**config.mk**
```make
export PLATFORM = sky130hd
export DESIGN_NAME = br_unit
export DESIGN_NICKNAME = d
export VERILOG_FILES = /design/src/rtl/br_pkg.sv /design/src/rtl/br_cond_eval.sv /design/src/rtl/br_target_calc.sv /design/src/rtl/br_unit.sv
export SDC_FILE = /design/constraint.sdc
export NUM_CORES = 1
export LEC_CHECK = 0
export BUFFER_PORTS_ARGS = -buffer_cell sky130_fd_sc_hd__buf_2
export CAP_MARGIN = 10
export CORE_MARGIN = 4
export CORE_UTILIZATION = 46
export CTS_BUF_LIST = sky130_fd_sc_hd__clkbuf_16
export DETAILED_ROUTE_END_ITERATION = 7
export PLACE_DENSITY = 0.84
export SLEW_MARGIN = 20
export SYNTH_ARGS = -nofsm -noshare
export SYNTH_HDL_FRONTEND = slang
export SYNTH_SLANG_ARGS = --single-unit
export TNS_END_PERCENT = 5
```
**constraint.sdc**
```tcl
create_clock -name clk -period 2.3 [get_ports clk]
set_clock_uncertainty 0.1 [all_clocks]
set_input_delay 0.115 -clock clk [delete_from_list [all_inputs] [get_ports clk]]
set_output_delay 0.115 -clock clk [all_outputs]
set_load 0.005 [all_outputs]
```
**src/rtl/br_pkg.sv**
```systemverilog
// Package br_pkg
// Shared encodings for the branch unit: which flag a selector picks.
// Assumes the flag field sits in bits [2:1] of the condition selector.
package br_pkg;

    typedef enum logic [1:0] {
        FLG_NEG = 2'b00,
        FLG_OVF = 2'b01,
        FLG_CRY = 2'b10,
        FLG_ZER = 2'b11
    } flag_sel_e;

    typedef struct packed {
        logic n;
        logic v;
        logic c;
        logic z;
    } cpu_flags_t;

endpackage

```
**src/rtl/br_cond_eval.sv**
```systemverilog
// Module br_cond_eval
// Decides whether a conditional branch holds: picks one flag by the
// selector's upper field and compares it with the selector's low bit.
// Assumes a purely combinational use; no state.
module br_cond_eval
    import br_pkg::*;
(
    input  logic [2:0]  cond_sel,
    input  cpu_flags_t  flags,
    output logic        cond_met
);

    flag_sel_e which;
    logic      picked;

    // Purpose: decode the flag field and pick the tested flag.
    always_comb begin
        which = flag_sel_e'(cond_sel[2:1]);
        unique case (which)
            FLG_NEG: picked = flags.n;
            FLG_OVF: picked = flags.v;
            FLG_CRY: picked = flags.c;
            FLG_ZER: picked = flags.z;
            default: picked = 1'b0;
        endcase
    end

    // Purpose: compare the picked flag against the required polarity.
    always_comb begin
        cond_met = (picked == cond_sel[0]);
    end

endmodule

```
**src/rtl/br_target_calc.sv**
```systemverilog
// Module br_target_calc
// Forms the relative branch destination: sign-extends the displacement
// to the PC width and adds it to the sequential address, wrapping.
// Also flags a change of the address bits above the page offset.
// Assumes DISP_W < PC_W and PAGE_W < PC_W.
module br_target_calc #(
    parameter int PC_W   = 16,
    parameter int DISP_W = 8,
    parameter int PAGE_W = 8
) (
    input  logic [PC_W-1:0]   seq_pc,
    input  logic [DISP_W-1:0] disp,
    output logic [PC_W-1:0]   rel_tgt,
    output logic              tgt_crosses
);

    localparam int EXT_W = PC_W - DISP_W;

    logic [PC_W-1:0] disp_ext;

    // Purpose: sign-extend the displacement and add it modulo 2^PC_W.
    always_comb begin
        disp_ext = {{EXT_W{disp[DISP_W-1]}}, disp};
        rel_tgt  = seq_pc + disp_ext;
    end

    // Purpose: detect that the destination lies in another page.
    always_comb begin
        tgt_crosses = (rel_tgt[PC_W-1:PAGE_W] != seq_pc[PC_W-1:PAGE_W]);
    end

endmodule

```
**src/rtl/br_unit.sv**
```systemverilog
// Module br_unit (top)
// Resolves a conditional relative branch or an absolute jump into a
// registered next-PC, taken flag and page-crossing flag, with a
// one-cycle valid pulse. Jumps win over branches. Outputs hold when
// no request is sampled. Synchronous active-low reset.
// Assumes requests are one-cycle strobes from the sequencer.
module br_unit
    import br_pkg::*;
#(
    parameter int PC_W   = 16,
    parameter int DISP_W = 8,
    parameter int PAGE_W = 8
) (
    input  logic              clk,
    input  logic              rst_n,
    input  logic              br_req,
    input  logic              jmp_req,
    input  logic [2:0]        cond_sel,
    input  logic              flag_n,
    input  logic              flag_v,
    input  logic              flag_z,
    input  logic              flag_c,
    input  logic [PC_W-1:0]   seq_pc,
    input  logic [DISP_W-1:0] disp,
    input  logic [PC_W-1:0]   jmp_tgt,
    output logic              out_valid,
    output logic              taken,
    output logic [PC_W-1:0]   next_pc,
    output logic              page_cross
);

    cpu_flags_t      flags;
    logic            cond_met;
    logic [PC_W-1:0] rel_tgt;
    logic            tgt_crosses;
    logic            taken_d;
    logic [PC_W-1:0] next_pc_d;
    logic            cross_d;
    logic            any_req;

    // Purpose: gather the flag inputs into one struct.
    always_comb begin
        flags = '{n: flag_n, v: flag_v, c: flag_c, z: flag_z};
    end

    br_cond_eval u_cond (
        .cond_sel (cond_sel),
        .flags    (flags),
        .cond_met (cond_met)
    );

    br_target_calc #(
        .PC_W   (PC_W),
        .DISP_W (DISP_W),
        .PAGE_W (PAGE_W)
    ) u_tgt (
        .seq_pc      (seq_pc),
        .disp        (disp),
        .rel_tgt     (rel_tgt),
        .tgt_crosses (tgt_crosses)
    );

    // Purpose: choose the next-cycle result, giving jumps priority.
    always_comb begin
        any_req = br_req | jmp_req;
        if (jmp_req) begin
            taken_d   = 1'b1;
            next_pc_d = jmp_tgt;
            cross_d   = 1'b0;
        end else if (cond_met) begin
            taken_d   = 1'b1;
            next_pc_d = rel_tgt;
            cross_d   = tgt_crosses;
        end else begin
            taken_d   = 1'b0;
            next_pc_d = seq_pc;
            cross_d   = 1'b0;
        end
    end

    // Purpose: register the result on a request and hold it otherwise.
    always_ff @(posedge clk) begin
        if (!rst_n) begin
            out_valid  <= 1'b0;
            taken      <= 1'b0;
            next_pc    <= '0;
            page_cross <= 1'b0;
        end else begin
            out_valid <= any_req;
            if (any_req) begin
                taken      <= taken_d;
                next_pc    <= next_pc_d;
                page_cross <= cross_d;
            end
        end
    end

endmodule

```
==> run_results.csv, run 1 <==
group,metric,value,unit
floorplanning,die_h,75.08,um
yosys,synth.ff_latch_count,19,
yosys,yosys.area.top_type,"dfxtp_1",
grt,grt_pass1_wl,10520,um
min_path,hp-class,"in2reg",
worst_setup_path,critPathTopFamily,"compound AO/OA/AOI/OAI gates",
yosys,synth-main-ff-cell,"dfxtp_1",
drt,route.vias.total,2524,
cts,cts.path.max_buffers,2,
yosys,synth_common_cells,"nand2_1, a21oi_1, dfxtp_1",
worst_setup_path,start_kind,"primary input",
timing,setup_viol,0,
worst_setup_path,crit_path_cell_trace,"buf_2, ha_2, fa_2, a211oi_2, nor2_1, a21o_1, or4_4, a31oi_1, a211oi_1, o21ai_1",
grt,grt_overflow,0,
yosys,syn-num-nets,340,
drt,drc,0,
status,status,"finished, violations left",
cells_and_area,drive_gt1_share,33.24,%
yosys,synth.most_common_cell,"nand2_1",
cts,clkSinkCount,19,
timing,drv_slew,0,
cells_and_area,diodes,0,
drt,first_pass_iters,5,
yosys,synth.top_cell.area_share,18.38,%
power_and_ir_drop,seqPwrFrac,26.1,%
placed_design,place_ws,-188.5,ps
yosys,yosysSeqAreaShare,18.38,%
yosys,synth.top_cells.by_area,"dfxtp_1, ha_1, nand2_1, a21oi_1, xnor2_1",
worst_setup_path,worst-path-max-fanout,4,
yosys,synthArstFlopShare,0,%
power_and_ir_drop,switching_share,35.27,%
worst_setup_path,crit_type,"in2reg",
cts,cts_root_buf,"clkbuf_16",
timing,hold_viol,2,
power_and_ir_drop,power_frac_comb,48.6,%
grt,grt_pass1_vias,2295,
power_and_ir_drop,switchingPower,500.1,uW
worst_setup_path,worstSetupEndpointType,"register",
floorplanning,coreArea,4354,um^2
cells_and_area,final_core_util,65.00,%
placed_design,placed_cells,418,
status,violations,"hold timing",
floorplanning,die_x,75.08,um
placed_design,gp_congestion,1.018,
cells_and_area,instances_no_fill,425,
drt,routed_wl,6696,um
floorplanning,fp-row-count,24,
yosys,synth.distinct_cells,60,
worst_setup_path,cp_data_required_time,2380,ps
power_and_ir_drop,pwr-share-clk,25.3,%
floorplanning,io_pins,70,
grt,grt_antenna_before_repair,0,
cts,cts_buffers,3,
worst_setup_path,cp_data_arrival_time,2300,ps
power_and_ir_drop,p_leak,0.001373,uW
cts,clkTransAtPathRegs,60,ps
timing,worstMarginPinSlew,456.7,ps
timing,max_clock_freq,451.8,MHz
drt,vias_per_cell,5.939,
timing,slew_headroom,69.41,%
timing,period_minus_slack,2214,ps
cts,cts_tree,"done",
timing,finalCritPeriodShare,96.24,%
worst_setup_path,slowest_delay,540,ps
power_and_ir_drop,p_int,917.6,uW
cells_and_area,areaGrowthSynthToFinish,36.76,%
yosys,synth-edff-count,0,
placed_design,placedInstanceArea,2714,um^2
worst_setup_path,cp_num_buf_inv,1,
cells_and_area,nNetsFinal,441,
yosys,synthCells,273,
yosys,synth_area_per_cell,7.581,um^2
drt,drt.antenna.violating_nets,0,
power_and_ir_drop,ir_drop,0.5913,mV
cells_and_area,nFillCells,355,
cells_and_area,design_area,2830,um^2
worst_setup_path,slowest_stage,"or4_4",
yosys,yosysWarnings,0,
timing,fin_hold_ws,-2.648,ps
timing,fin_ws,86.43,ps
yosys,mappedNetlistArea,2069,um^2
power_and_ir_drop,p_per_area,500.9,nW/um^2
cts,clk_latency,250,ps
placed_design,dpl.hpwl,5273,um
drt,wire_per_inst,15.76,um
run,max_cap_violations,0,
grt,grt_max_degree,29,
grt,grtUsageTotal,23.69,%
drt,drt_iter0_markers,312,
placed_design,io_buffers,69,
cts,htreeDepth,1,
floorplanning,start_util,47.53,%
floorplanning,die-area,5636,um^2
==> registers in the layout, summed over array words and instances (netlist names) <==
name        count
next_pc        16
out_valid       1
page_cross      1
taken           1
==> final timing paths <==
check / startpoint / endpoint / slack, ps / cells past startpoint
worst max register to register: page_cross / page_cross / 450 / 7
worst max-delay path: seq_pc[0] / next_pc[14] / 90 / 10
worst min-delay path: jmp_tgt[6] / next_pc[6] / -3 / 3
worst min register to register: next_pc[13] / next_pc[13] / 410 / 2
==> area by class of cell <==
class / count / area (um^2) / share of cell area [%]
clock buffers: 3 / 75.07 / 2.653
clock inverters: 1 / 5.005 / 0.1768
inverters: 7 / 26.28 / 0.9284
multi-input cells: 233 / 1608 / 56.81
flip-flops and latches: 19 / 380.4 / 13.44
well taps: 52 / 65.06 / 2.299
repair buffers: 110 / 670.6 / 23.70
==> layer usage <==
| layer | up-vias | track usage [%] | share of wire [%] |
|---|---|---|---|
| li1 | 1223 | - | - |
| met3 | 11 | 3.204 | 8.2 |
| met2 | 110 | 39.07 | 49 |
| met1 | 1180 | 32.23 | 42 |
| met5 | - | 0 | 0 |
| met4 | 0 | 6.719 | 1.3 |
==> placed cells by master, fill, tap and decap left out, types with 10 or more instances in the layout <==
cell type,n
nand2_1,34
buf_4,38
ha_1,14
buf_2,69
o21ai_0,10
nor2_1,18
nand3_1,12
dfxtp_1,19
a21oi_1,21
==> metrics by stage <==
step / total power [uW] / TNS (ps)
after CTS: 1405 / 0
after detailed placement: 1038 / -566.8
after floorplan: 777.8 / 0
after global placement: 1021 / -328.0
after global routing: 1502 / -9.202
final: 1418 / 0
==> repair_timing <==
| action | in CTS | in global routing |
|---|---|---|
| buffers inserted | 0 | 1 |
| hold endpoints to repair | 2 | 0 |
| setup endpoints to repair | 0 | 3 |
| resized for setup | 0 | 3 |
| hold buffers | 2 | 0 |
==> worst reg2reg max path: cells and delay by family, from the launching register on <==
kind / cells / cell delay [ps]
DFF: 1 / 320
and+or+nand+nor: 3 / 630
AOI/OAI and AO/OA: 4 / 690
==> cells by family after synthesis <==
| kind of cell | share of synthesized area [%] |
|---|---|
| fa+ha+maj | 10.04 |
| flops | 18.38 |
| xor+xnor | 9.130 |
| mux | 2.056 |
| buf+inv | 4.353 |
| simple gates | 23.88 |
| compound gates | 32.17 |
==> power by group through the flow <==
stage | logic (uW) | clock network (uW) | registers [uW]
2_1_floorplan | 399 | 0 | 378
3_3_place_gp | 646 | 0 | 375
3_5_place_dp | 663 | 0 | 375
4_1_cts | 674 | 363 | 369
5_1_grt | 750 | 380 | 373
6_report | 690 | 358 | 370
No activity file was read; power rests on OpenSTA's default activity.
==> run 2: changes to the inputs <==
Settings changed: ABC_AREA from default to 1, CORE_UTILIZATION 46 to 47, PLACE_DENSITY 0.84 to 0.85, TNS_END_PERCENT 5 to default.
==> run_results.csv, run 2 <==
group,metric,value,unit
grt,grt_overflow,0,
grt,grt_antenna_before_repair,0,
timing,rsz0062_at_grt,"no",
cts,cts.path.max_buffers,2,
floorplanning,coreArea,4384,um^2
cells_and_area,drive_gt1_share,20.37,%
placed_design,gp_congestion,0.9032,
cts,cts_tree,"done",
worst_setup_path,worstSetupEndpointType,"register",
floorplanning,die_h,75.41,um
cells_and_area,mostFrequentLayoutCells,"nand2_1, buf_2, inv_1",
yosys,synth_common_cells,"nand2_1, inv_1, nand3_1",
yosys,synth.distinct_cells,30,
yosys,synth.top_cells.by_area,"nand2_1, dfxtp_1, inv_1, ha_1, nand3_1",
placed_design,io_buffers,69,
timing,max_clock_freq,518.5,MHz
cts,htreeDepth,1,
drt,vias_per_cell,5.229,
floorplanning,die-area,5687,um^2
timing,worstMarginPinSlew,650.2,ps
power_and_ir_drop,p_per_area,478.0,nW/um^2
yosys,synthCells,369,
status,status,"finished clean",
cells_and_area,regMostFlops,"next_pc",
placed_design,dpl.hpwl,5001,um
worst_setup_path,worst-path-max-fanout,3,
worst_setup_path,crit_path_cell_trace,"buf_2, ha_1, fa_1, nand3_1, nand3_1, nand3_1, nand3_1, nand2_1, nand2_1, nand2_1, nand2_1, nor2_1, nand2_1, o21bai_1, a21oi_1",
timing,finalCritPeriodShare,83.86,%
timing,slew_headroom,56.49,%
drt,wire_per_inst,12.33,um
yosys,yosysWarnings,0,
cells_and_area,diodes,0,
worst_setup_path,cp_data_required_time,2320,ps
timing,setup_tns,0,ps
yosys,yosys.area.top_type,"nand2_1",
yosys,synth.most_common_cell,"nand2_1",
worst_setup_path,cp_data_arrival_time,1950,ps
worst_setup_path,start_kind,"primary input",
worst_setup_path,crit_type,"in2reg",
cts,cts_root_buf,"clkbuf_16",
yosys,synth.ff_latch_count,19,
yosys,synth-main-ff-cell,"dfxtp_1",
grt,grt_pass1_vias,2291,
yosys,mappedNetlistArea,2136,um^2
yosys,synthArstFlopShare,0,%
floorplanning,io_pins,70,
drt,drc,0,
cells_and_area,nNetsFinal,505,
floorplanning,die_x,75.41,um
timing,period_minus_slack,1929,ps
drt,routed_wl,6027,um
yosys,synth_area_per_cell,5.788,um^2
min_path,hp-class,"in2reg",
timing,fin_hold_ws,30.38,ps
cells_and_area,largest_reg_flops,16,
floorplanning,start_util,48.72,%
run,max_cap_violations,0,
drt,drt_iter0_markers,183,
cts,clkTransAtPathRegs,50,ps
drt,drt.antenna.violating_nets,0,
power_and_ir_drop,p_leak,0.001480,uW
timing,drv_slew,0,
cts,cts_resized,0,
worst_setup_path,slowest_delay,420,ps
drt,route.vias.total,2557,
grt,grtUsageTotal,21.97,%
yosys,syn-num-nets,436,
yosys,synth-edff-count,0,
yosys,yosysSeqAreaShare,17.81,%
cts,clkSinkCount,19,
cells_and_area,areaGrowthSynthToFinish,21.68,%
cts,clk_latency,250,ps
yosys,synth.top_cell.area_share,22.14,%
cts,cts_hold_buf,0,
timing,setup_viol,0,
cts,post_cts_buffers,0,
cts,cts_buffers,3,
grt,grt_max_degree,27,
timing,hold_viol,0,
cells_and_area,final_common_cell,"nand2_1",
floorplanning,fp-row-count,24,
worst_setup_path,slowest_stage,"fa_1",
grt,grt_pass1_wl,9894,um
power_and_ir_drop,ir_drop,0.2033,mV
worst_setup_path,crit_top_cell,"nand2_1",
drt,first_pass_iters,4,
==> run 2: cell types whose count changed after synthesis, sizes merged, moves of 7 or more <==
cell    before  now
inv          7   57
a211oi       7    0
nand2       34  135
nand3       13   37
a21o         8    0
nor2b        7    0
==> run 2: metal layers <==
layer | wire, um | GRT usage (%)
met4 | 97 | 7.184
met2 | 2846 | 36.91
met3 | 423 | 1.583
met5 | 0 | 0
met1 | 2659 | 29.79
==> run 2: power breakdown <==
part | internal, uW | leakage [uW] | switching [uW] | total [uW]
clock | 233 | 0.0000409 | 123 | 356
sequential | 355 | 0.000158 | 11.5 | 367
combinational | 203 | 0.00128 | 317 | 520
==> run 2: final cells by class <==
type / instances / area (um^2)
fillers: 444 / 1785
multi-input cells: 284 / 1491
flip-flops and latches: 19 / 380.4
repair buffers: 71 / 360.3
inverters: 59 / 221.5
clock buffers: 3 / 75.07
well taps: 52 / 65.06
clock inverters: 1 / 5.005
==> run 2: stage by stage <==
step / cell area (um^2) / utilization [%] / setup slack, ps / cells / total power, uW
after floorplan: 2136 / - / 433.4 / 369 / 735.2
after global routing: 2599 / 59.28 / 117.9 / 489 / 1330
after detailed placement: 2519 / 57.45 / 119.0 / 485 / 888.2
final: 2599 / 59.28 / 371.2 / 489 / 1242
after CTS: 2599 / 59.28 / 380.1 / 489 / 1244
after global placement: 2519 / 57.45 / 156.8 / 485 / 873.1
==> run 2: path summary, 6_finish.rpt <==
| check | start | to | slack [ps] | cells past startpoint |
|---|---|---|---|---|
| setup / recovery | seq_pc[0] | page_cross | 370 | 15 |
| hold / removal | jmp_tgt[14] | next_pc[14] | 30 | 3 |
| setup reg to reg | next_pc[12] | next_pc[12] | 1520 | 2 |
| hold reg to reg | next_pc[9] | next_pc[9] | 360 | 2 |
==> run 2: cell families (layout without fill, tap and decap cells) <==
kind of cell / Yosys count / in the layout / synth area share [%]
and+or+nand+nor: 201 / 201 / 40.07
buffers and inverters: 66 / 134 / 12.36
AOI/OAI and AO/OA: 58 / 58 / 16.34
DFF: 19 / 19 / 17.81
adders and majority gates: 16 / 16 / 9.725
xor gates and xnor gates: 9 / 9 / 3.690
==> run 2: critical path: cells and delay by family <==
family | cells | cell delay, ps
adders and majority gates | 2 | 630
AOI/OAI and AO/OA | 2 | 190
buffers and inverters | 1 | 110
and+or+nand+nor | 10 | 910
==> run 3: changes to the inputs <==
Settings changed: CORE_UTILIZATION 47 to 49.
Clock period 2.3 ns to 2 ns, I/O delays scaled along.
==> run_results.csv, run 3 (synthesis gave the netlist of run 2 again) <==
group,metric,value,unit
worst_setup_path,worstSetupEndpointType,"register",
grt,grt_pass1_vias,2397,
cts,clk_latency,250,ps
worst_setup_path,crit_type,"in2reg",
drt,drt_iter0_markers,154,
min_path,hold_depth,3,
placed_design,dpl.hpwl,5032,um
cells_and_area,nNetsFinal,520,
cells_and_area,regMostFlops,"next_pc",
drt,routed_wl,6241,um
drt,route.vias.total,2649,
min_path,hp-class,"in2reg",
worst_setup_path,critPathLaunch,"seq_pc[0]",
cts,cts_tree,"done",
floorplanning,fp-row-count,23,
drt,drc,0,
worst_setup_path,worst-path-max-fanout,3,
timing,setup_tns,0,ps
cells_and_area,drive_gt1_share,25.66,%
status,status,"finished clean",
power_and_ir_drop,p_leak,0.001553,uW
drt,first_pass_iters,5,
worst_setup_path,crit_top_cell,"nand2_1",
placed_design,gp_congestion,0.8419,
cells_and_area,largest_reg_flops,16,
cts,clkTransAtPathRegs,60,ps
timing,period_minus_slack,1824,ps
floorplanning,die-area,5479,um^2
timing,fin_hold_ws,22.75,ps
floorplanning,io_pins,70,
placed_design,place_ws,-130.8,ps
worst_setup_path,cp_data_required_time,2020,ps
cells_and_area,areaGrowthSynthToFinish,31.05,%
worst_setup_path,slowest_delay,370,ps
timing,finalCritPeriodShare,91.20,%
worst_setup_path,crit_path_cell_trace,"buf_2, ha_1, fa_2, nand2_1, nand2_1, nand3_1, nand2_1, nand2_1, nand3_1, nand3_1, nand2_1, nor2_1, nand2_1, o21bai_1, a21oi_1",
grt,grt_overflow,0,
grt,grt_pass1_wl,10010,um
drt,vias_per_cell,5.277,
worst_setup_path,start_kind,"primary input",
cts,cts_root_buf,"clkbuf_16",
power_and_ir_drop,ir_drop,0.2159,mV
grt,grt_max_degree,21,
timing,drv_slew,0,
worst_setup_path,ff2ff_setup_slack,1230,ps
grt,grt_antenna_before_repair,0,
floorplanning,start_util,51.90,%
drt,drt.antenna.violating_nets,0,
placed_design,io_buffers,69,
cts,htreeDepth,1,
cells_and_area,mostFrequentLayoutCells,"nand2_1, buf_2, inv_1",
floorplanning,coreArea,4115,um^2
timing,slew_headroom,66.36,%
floorplanning,die_x,74.02,um
cells_and_area,final_common_cell,"nand2_1",
cts,clkSinkCount,19,
cts,cts_hold_buf,0,
worst_setup_path,cp_data_arrival_time,1850,ps
timing,hold_viol,0,
run,max_cap_violations,0,
worst_setup_path,slowest_stage,"fa_2",
cts,cts_buffers,3,
worst_setup_path,r2r-end,"next_pc[11]",
cts,cts.path.max_buffers,2,
drt,wire_per_inst,12.43,um
timing,max_clock_freq,548.2,MHz
worst_setup_path,reg2reg_from,"next_pc[11]",
cells_and_area,diodes,0,
floorplanning,die_h,74.02,um
power_and_ir_drop,p_per_area,535.9,nW/um^2
grt,grtUsageTotal,22.39,%
worst_setup_path,critPathCapture,"page_cross",
timing,fin_ws,176.0,ps
worst_setup_path,r2r.worst_path.cells,2,
timing,worstMarginPinSlew,501.5,ps
timing,setup_viol,0,
==> run 3: changes by cell type in the layout (fill, tap and decap cells not counted), moves of 3 or more <==
cell	delta
ha_2	+3
ha_4	+5
ha_1	-8
buf_4	+15
==> run 3: cell type report <==
type / count / area (um^2)
fill: 368 / 1316
clock inverter: 1 / 5.005
inverter: 59 / 221.5
tap: 50 / 62.56
timing repair buffer: 86 / 479.2
clock buffer: 3 / 75.07
sequential: 19 / 380.4
multi-input combinational: 284 / 1575
==> run 3: power breakdown <==
group          switching [uW]  internal (uW)
combinational             385            286
sequential               13.8            409
clock                     138            268
total                     537            963
==> run 3: how the worst min path moves through the flow <==
stage,from,endpoint,slack [ps]
after floorplan,br_req,taken,140
after global placement,jmp_tgt[14],next_pc[14],270
after detailed placement,jmp_tgt[14],next_pc[14],280
after CTS,jmp_tgt[0],next_pc[0],20
after global routing,jmp_tgt[3],next_pc[3],40
final,jmp_tgt[14],next_pc[14],20
==> run 3: per-layer routing <==
layer	GRT usage [%]	vias up	wire length, um
met5	0	-	0
met4	6.841	0	102
met3	2.162	13	505
met2	38.29	104	2885
met1	29.67	1172	2748
li1	-	1360	-
==> run 3: timing repair <==
item,in CTS,in global routing
setup buffers,0,0
setup endpoints to repair,0,1
resized for setup,0,16
==> run 3: stage by stage <==
stage / area (um^2) / util [%] / instances / total power (uW)
2_1_floorplan: 2136 / - / 369 / 845.5
3_3_place_gp: 2629 / 63.88 / 498 / 1038
3_5_place_dp: 2629 / 63.88 / 498 / 1059
4_1_cts: 2709 / 65.83 / 502 / 1461
5_1_grt: 2799 / 68.01 / 502 / 1605
6_report: 2799 / 68.01 / 502 / 1500
==> run 3: worst max-delay path, delay by kind of cell <==
family / cells / cell delay, ps
adder cells (fa/ha/maj): 2 / 580
AO/OA/AOI/OAI: 2 / 180
AND/OR/NAND/NOR: 10 / 880
buffers and inverters: 1 / 100
